File: config.mk
export PLATFORM = sky130hd
export DESIGN_NAME = cfg_serializer
export DESIGN_NICKNAME = d
export VERILOG_FILES = /design/src/rtl/cfgser_pkg.sv /design/src/rtl/cfgser_shift.sv /design/src/rtl/cfgser_parse.sv /design/src/rtl/cfg_serializer.sv
export SDC_FILE = /design/constraint.sdc
export NUM_CORES = 1
export LEC_CHECK = 0
export ABC_CLOCK_PERIOD_IN_PS = 7110
export CAP_MARGIN = 20
export CORE_ASPECT_RATIO = 1.75
export CORE_MARGIN = 2
export CORE_UTILIZATION = 31
export DETAILED_ROUTE_END_ITERATION = 10
export PLACE_DENSITY = 0.47
export SKIP_CTS_REPAIR_TIMING = 1
export SLEW_MARGIN = 10
export SYNTH_ARGS = -nofsm -noshare
export SYNTH_HDL_FRONTEND = slang
export SYNTH_SLANG_ARGS = --single-unit
File: constraint.sdc
create_clock -name clk -period 7.11 [get_ports clk]
set_input_delay 1.422 -clock clk [delete_from_list [all_inputs] [get_ports clk]]
set_output_delay 1.422 -clock clk [all_outputs]
set_load 0.01 [all_outputs]
File: src/rtl/cfgser_pkg.sv
package cfgser_pkg;
  localparam int PRE_BITS  = 8;
  localparam int SYNC_BITS = 4;
  localparam int PAD_BITS  = 4;

  typedef enum logic [2:0] {
    SEG_PRE,
    SEG_SYNC,
    SEG_LEN,
    SEG_PAD,
    SEG_FRAME
  } seg_e;
endpackage

File: src/rtl/cfgser_shift.sv
module cfgser_shift #(
  parameter int BYTE_W = 8
) (
  input  logic              clk,
  input  logic              rst_n,
  input  logic              clr,
  input  logic              enable,
  input  logic              in_valid,
  input  logic [BYTE_W-1:0] in_data,
  output logic              in_ready,
  output logic              busy,
  output logic              bit_vld,
  output logic              bit_o
);
  localparam int CNT_W = $clog2(BYTE_W + 1);
  localparam int IDX_W = $clog2(BYTE_W);

  logic [CNT_W-1:0]  cnt;
  logic [CNT_W-1:0]  step;
  logic [IDX_W-1:0]  sel;
  logic [BYTE_W-1:0] sh;
  logic              hold_bit, hold_vld;

  // step 0 emits the held top bit of the previous byte, steps 1.. emit bits 0..
  assign step     = CNT_W'(BYTE_W) - cnt;
  assign sel      = IDX_W'(step - CNT_W'(1));
  assign busy     = (cnt != '0);
  assign in_ready = (cnt == '0) && enable;

  always_ff @(posedge clk or negedge rst_n) begin
    if (!rst_n) begin
      cnt      <= '0;
      sh       <= '0;
      hold_bit <= 1'b0;
      hold_vld <= 1'b0;
      bit_vld  <= 1'b0;
      bit_o    <= 1'b0;
    end else if (clr) begin
      cnt      <= '0;
      hold_vld <= 1'b0;
      bit_vld  <= 1'b0;
    end else if (cnt != '0) begin
      if (step == '0) begin
        bit_vld <= hold_vld;
        bit_o   <= hold_bit;
      end else begin
        bit_vld <= 1'b1;
        bit_o   <= sh[sel];
      end
      if (cnt == CNT_W'(1)) begin
        hold_bit <= sh[BYTE_W-1];
        hold_vld <= 1'b1;
      end
      cnt <= cnt - CNT_W'(1);
    end else begin
      bit_vld <= 1'b0;
      if (in_valid && in_ready) begin
        sh  <= in_data;
        cnt <= CNT_W'(BYTE_W);
      end
    end
  end

  AST_BIT_NEEDS_BUSY: assert property (@(posedge clk) disable iff (!rst_n)
    bit_vld |-> $past(busy));
  AST_BUSY_SPAN: assert property (@(posedge clk) disable iff (!rst_n)
    ($rose(busy) && !clr) |=> busy);
endmodule

File: src/rtl/cfgser_parse.sv
module cfgser_parse
  import cfgser_pkg::*;
#(
  parameter int                   LEN_W      = 24,
  parameter int                   FRAME_BITS = 266,
  parameter int                   STOP_BITS  = 2,
  parameter logic [SYNC_BITS-1:0] SYNC_PAT   = 4'b0100
) (
  input  logic clk,
  input  logic rst_n,
  input  logic bit_vld,
  input  logic bit_i,
  output logic err_o,
  output logic init_n,
  output logic done,
  output logic active,
  output logic dout
);
  localparam int CNT_W    = LEN_W + 1;
  localparam int LEN_LO   = PRE_BITS + SYNC_BITS;
  localparam int PAD_LO   = LEN_LO + LEN_W;
  localparam int HDR_BITS = PAD_LO + PAD_BITS;
  localparam int FP_W     = $clog2(FRAME_BITS);
  localparam int LI_W     = $clog2(LEN_W);
  localparam int SI_W     = $clog2(SYNC_BITS);

  logic [CNT_W-1:0] bitcnt;
  logic [LEN_W-1:0] len_q;
  logic [FP_W-1:0]  fpos;
  logic [LI_W-1:0]  len_idx;
  logic [SI_W-1:0]  sync_idx;
  logic             reached_q, done_q, act_q, init_n_q, dout_q;
  logic             live, mismatch, hit;
  seg_e             seg;

  always_comb begin
    if (bitcnt < CNT_W'(PRE_BITS))      seg = SEG_PRE;
    else if (bitcnt < CNT_W'(LEN_LO))   seg = SEG_SYNC;
    else if (bitcnt < CNT_W'(PAD_LO))   seg = SEG_LEN;
    else if (bitcnt < CNT_W'(HDR_BITS)) seg = SEG_PAD;
    else                                seg = SEG_FRAME;
  end

  assign len_idx  = LI_W'(bitcnt - CNT_W'(LEN_LO));
  assign sync_idx = SI_W'(bitcnt - CNT_W'(PRE_BITS));

  always_comb begin
    case (seg)
      SEG_PRE:   mismatch = !bit_i;
      SEG_SYNC:  mismatch = (bit_i != SYNC_PAT[sync_idx]);
      SEG_FRAME: mismatch = ((fpos == '0) && bit_i) ||
                            ((fpos >= FP_W'(FRAME_BITS - STOP_BITS)) && !bit_i);
      default:   mismatch = 1'b0;
    endcase
  end

  assign live  = bit_vld && !reached_q;
  assign err_o = live && mismatch;
  assign hit   = live && !mismatch && (bitcnt >= CNT_W'(PAD_LO)) &&
                 ((bitcnt + CNT_W'(1)) == {1'b0, len_q});

  always_ff @(posedge clk or negedge rst_n) begin
    if (!rst_n) begin
      bitcnt    <= '0;
      len_q     <= '0;
      fpos      <= '0;
      reached_q <= 1'b0;
      done_q    <= 1'b0;
      act_q     <= 1'b0;
      init_n_q  <= 1'b1;
    end else if (err_o) begin
      bitcnt    <= '0;
      len_q     <= '0;
      fpos      <= '0;
      reached_q <= 1'b0;
      done_q    <= 1'b0;
      act_q     <= 1'b0;
      init_n_q  <= 1'b0;
    end else begin
      init_n_q <= 1'b1;
      done_q   <= reached_q;
      act_q    <= done_q;
      if (live) begin
        bitcnt <= bitcnt + CNT_W'(1);
        if (seg == SEG_LEN) len_q[len_idx] <= bit_i;
        if (seg == SEG_FRAME)
          fpos <= (fpos == FP_W'(FRAME_BITS - 1)) ? '0 : fpos + FP_W'(1);
        if (hit) reached_q <= 1'b1;
      end
    end
  end

  // header copy for the next device, retimed to the falling edge
  always_ff @(negedge clk or negedge rst_n) begin
    if (!rst_n) dout_q <= 1'b1;
    else if (bit_vld && (bitcnt < CNT_W'(HDR_BITS))) dout_q <= bit_i;
  end

  assign init_n = init_n_q;
  assign done   = done_q;
  assign active = act_q;
  assign dout   = dout_q;

  AST_INIT_ONE_CLOCK: assert property (@(posedge clk) disable iff (!rst_n)
    !init_n |=> init_n);
  AST_INIT_CLEARS: assert property (@(posedge clk) disable iff (!rst_n)
    !init_n |-> (!done && !active));
  AST_ACTIVE_AFTER_DONE: assert property (@(posedge clk) disable iff (!rst_n)
    $rose(active) |-> $past(done));
  AST_DONE_STICKY: assert property (@(posedge clk) disable iff (!rst_n)
    done |=> done);
endmodule

File: src/rtl/cfg_serializer.sv
module cfg_serializer #(
  parameter int         BYTE_W     = 8,
  parameter int         LEN_W      = 24,
  parameter int         FRAME_BITS = 266,
  parameter int         STOP_BITS  = 2,
  parameter logic [3:0] SYNC_PAT   = 4'b0100
) (
  input  logic              clk,
  input  logic              rst_n,
  input  logic              in_valid,
  output logic              in_ready,
  input  logic [BYTE_W-1:0] in_data,
  output logic              busy,
  output logic              cfg_bit_vld,
  output logic              cfg_bit,
  output logic              dout,
  output logic              init_n,
  output logic              done,
  output logic              active
);
  logic err;

  cfgser_shift #(.BYTE_W(BYTE_W)) u_shift (
    .clk      (clk),
    .rst_n    (rst_n),
    .clr      (err),
    .enable   (init_n),
    .in_valid (in_valid),
    .in_data  (in_data),
    .in_ready (in_ready),
    .busy     (busy),
    .bit_vld  (cfg_bit_vld),
    .bit_o    (cfg_bit)
  );

  cfgser_parse #(
    .LEN_W      (LEN_W),
    .FRAME_BITS (FRAME_BITS),
    .STOP_BITS  (STOP_BITS),
    .SYNC_PAT   (SYNC_PAT)
  ) u_parse (
    .clk     (clk),
    .rst_n   (rst_n),
    .bit_vld (cfg_bit_vld),
    .bit_i   (cfg_bit),
    .err_o   (err),
    .init_n  (init_n),
    .done    (done),
    .active  (active),
    .dout    (dout)
  );
endmodule

==> impl_metrics.yaml <==
place:
  postPlaceCellArea_sq_mm: 0.00539
  gp_congestion: 0.899
  placedCellCount: 745
  place.port_buffers: 18
  dp.final_hpwl_um: 11300
logic_synthesis:
  yosysMostFrequentCell: "dfrtp_1"
  synth_cell_types: 71
  synthTopCellsByCount: "dfrtp_1 (77), nand2_1 (51), o21ai_0 (36)"
  ys_warn_count: 0
  synthArstFlopShare_pct: 100
  synthCells: 566
  synth-seq-cells: 79
  synth_nets: 586
  synth-compound-area-share_pct: 16.7
  seq_area_frac_synth_pct: 38.7
  synthDominantCellAreaShare_pct: 37.6
  synth.area.top_cells: "dfrtp_1 (38%), xnor2_1 (4.6%), nand2_1 (3.7%)"
  synth_area_sq_mm: 0.00512
  synth-main-ff-cell: "dfrtp_1"
  synth_top_family_by_area: "simple AND/OR/NAND/NOR gates"
  synthXorXnorAreaFrac_pct: 6.84
  syn_area_per_cell_sq_um: 9.05
  yosys.area_share.simple_pct: 24.8
  synth_top_area_cell: "dfrtp_1"
  synth_mux_area_share_pct: 4.81
  synth_fa_ha_area_share_pct: 2.20
  synth_edf_count: 0
power:
  power.switching_mw: 0.637
  p_int_mw: 1.07
  ir_worst_vdd_mv: 0.193
  leakage_nw: 2.33
  power_density_mw_per_mm2: 297
  p_sw_share_pct: 37.4
  p_clk_share_pct: 30.5
  power_frac_comb_pct: 35.1
  p_seq_share_pct: 34.4
flow_run:
  cap_violations: 0
route:
  wl_met1_um: 5940
  vias_per_cell: 5.62
  drtPass1Iterations: 5
  num_vias: 4274
  drt_first_iter_violations: 223
  wl_per_cell_um: 20.4
  wl_met2_um: 8740
  wirelength_um: 15500
  met3_length_um: 287
  ant_nets: 0
  top_layer: "met4"
  drc_errors: 0
final_layout:
  fin_cells: 761
  fin_nets: 584
  antenna_cells: 0
  drive_above_1_share_pct: 11.2
  nFillCells: 1700
  syn_to_final_growth_pct: 11.8
  postLayoutCellArea_sq_mm: 0.00573
setup_path:
  reg2reg_from: "u_parse.bitcnt[20]$_DFFE_PN0P_"
  endpoint_kind: "output pin"
  path_cells: "clkdlybuf4s50_1"
  cp.arrival_ns: 5.02
  crit_cells: 1
  crit_type: "reg -> out"
  cp_max_fo: 2
  reg2reg_depth: 5
  path_buf_inv: 1
  cp_top_family: "buffers and inverters"
  cp.required_ns: 5.69
  startpoint: "u_parse.dout$_DFFE_NN1P_"
  critPathLaunchType: "flip-flop"
  max_stage_delay_ns: 0.55
  r2r_end: "u_parse.dout$_DFFE_NN1P_"
  r2r_slack_ns: 1.62
  slowest_stage: "clkdlybuf4s50_1"
min_path:
  hold_path_depth: 1
  worstHoldStart: "u_shift.sh[5]$_DFFE_PN0P_"
  hp-class: "reg -> reg"
  hold-path-endpoint: "u_shift.sh[5]$_DFFE_PN0P_"
cts:
  cts_buffers: 9
  cts_buffer_depth: 2
  cts_tree: "built"
  cts_root_buf: "clkbuf_16"
  cts.sinks: 79
  cts.htree.levels: 3
  clk_pin_slew_ns: 0.06
  clkLatencyLatePin_ns: 0.39
timing:
  clock_skew_ns: 0.0590
  slew_violations: 0
  hold_viol: 0
  setup_tns_ns: 0
  setup_viol: 0
  rsz0062_at_grt: "false"
  worst_pin_slew_ns: 0.930
  slew_headroom_pct: 37.5
floorplanning:
  die_w_um: 101
  die_h_um: 174
  fp-row-count: 62
  core_area_sq_mm: 0.0163
  ios: 19
  die_area_sq_mm: 0.0176
  start_util_pct: 31.4
global_route:
  antenna_found_initial: 0
  overflow: 0
  grt_pass1_vias: 4424
  grt_pass1_wl_um: 24900
  grt_max_degree: 53
  grt_use_total_pct: 18.5
outcome:
  status: "finished, final reports clean"
-- per-stage QoR --
stage	setup slack [ns]	utilization [%]	total power, mW	hold WS (ns)
2_1_floorplan	1.60	-	0.983	0.462
3_3_place_gp	1.08	33.1	1.19	0.481
3_5_place_dp	1.07	33.1	1.20	0.490
4_1_cts	0.657	35.1	1.73	0.506
5_1_grt	0.635	35.1	1.80	0.505
6_report	0.666	35.1	1.70	0.503
-- placed cells by master (no fill, tap or decap), types with 13 or more instances in the layout --
cell and count:
a21oi_1 27, and3_1 26, clkdlybuf4s50_1 17, dfrtp_1 77, inv_1 27, nand2_1 51, nand3_1 24, nor2_1 26
o21ai_0 36, o22ai_1 17, o31ai_1 21, xnor2_1 27, xor2_1 13
-- kinds of logic after synthesis --
kind of cell,count (synthesis)
AND/OR/NAND/NOR,218
flip-flops,79
AO/OA/AOI/OAI,133
adder cells (fa/ha/maj),9
multiplexers,21
buffers and inverters,66
XOR/XNOR,40
-- power groups by stage --
stage          Sequential (mW)  Combinational [mW]  Clock [mW]
6_report                 0.586               0.597       0.520
3_3_place_gp             0.592               0.601     0.00176
3_5_place_dp             0.595               0.605     0.00176
2_1_floorplan            0.560               0.421     0.00176
5_1_grt                  0.596               0.656       0.552
4_1_cts                  0.587               0.607       0.534
-- per-layer routing --
metal	GRT usage, %	vias up
met1	20.4	2131
met4	7.83	0
met5	0	-
met2	34.8	76
li1	-	2045
met3	2.13	22
-- layout make-up --
cell class,count,area (sq um),area share (%)
Sequential cell,79,1980,34.6
Tap cell,192,240,4.20
Inverter,27,101,1.77
Clock inverter,7,97.6,1.70
Timing Repair Buffer,25,230,4.02
Clock buffer,10,239,4.17
Multi-Input combinational cell,421,2840,49.6
-- registers in the layout, summed over array words and instances, names as in the netlist --
name / flops
u_parse.init_n: 1
u_parse.reached_q: 1
u_parse.active: 1
u_shift.hold_vld: 1
u_parse.done: 1
u_shift.bit_o: 1
u_parse.bitcnt: 25
u_parse.len_q: 24
u_shift.hold_bit: 1
u_parse.dout: 1
u_shift.bit_vld: 1
u_shift.sh: 8
u_parse.fpos: 9
u_shift.cnt: 4
-- how the worst max path moves through the flow --
stage,end,slack (ns)
after floorplan,dout,1.60
after global placement,dout,1.08
after detailed placement,dout,1.07
after CTS,dout,0.66
after global routing,dout,0.63
final,dout,0.67
Power figures use the tool's default switching activity.
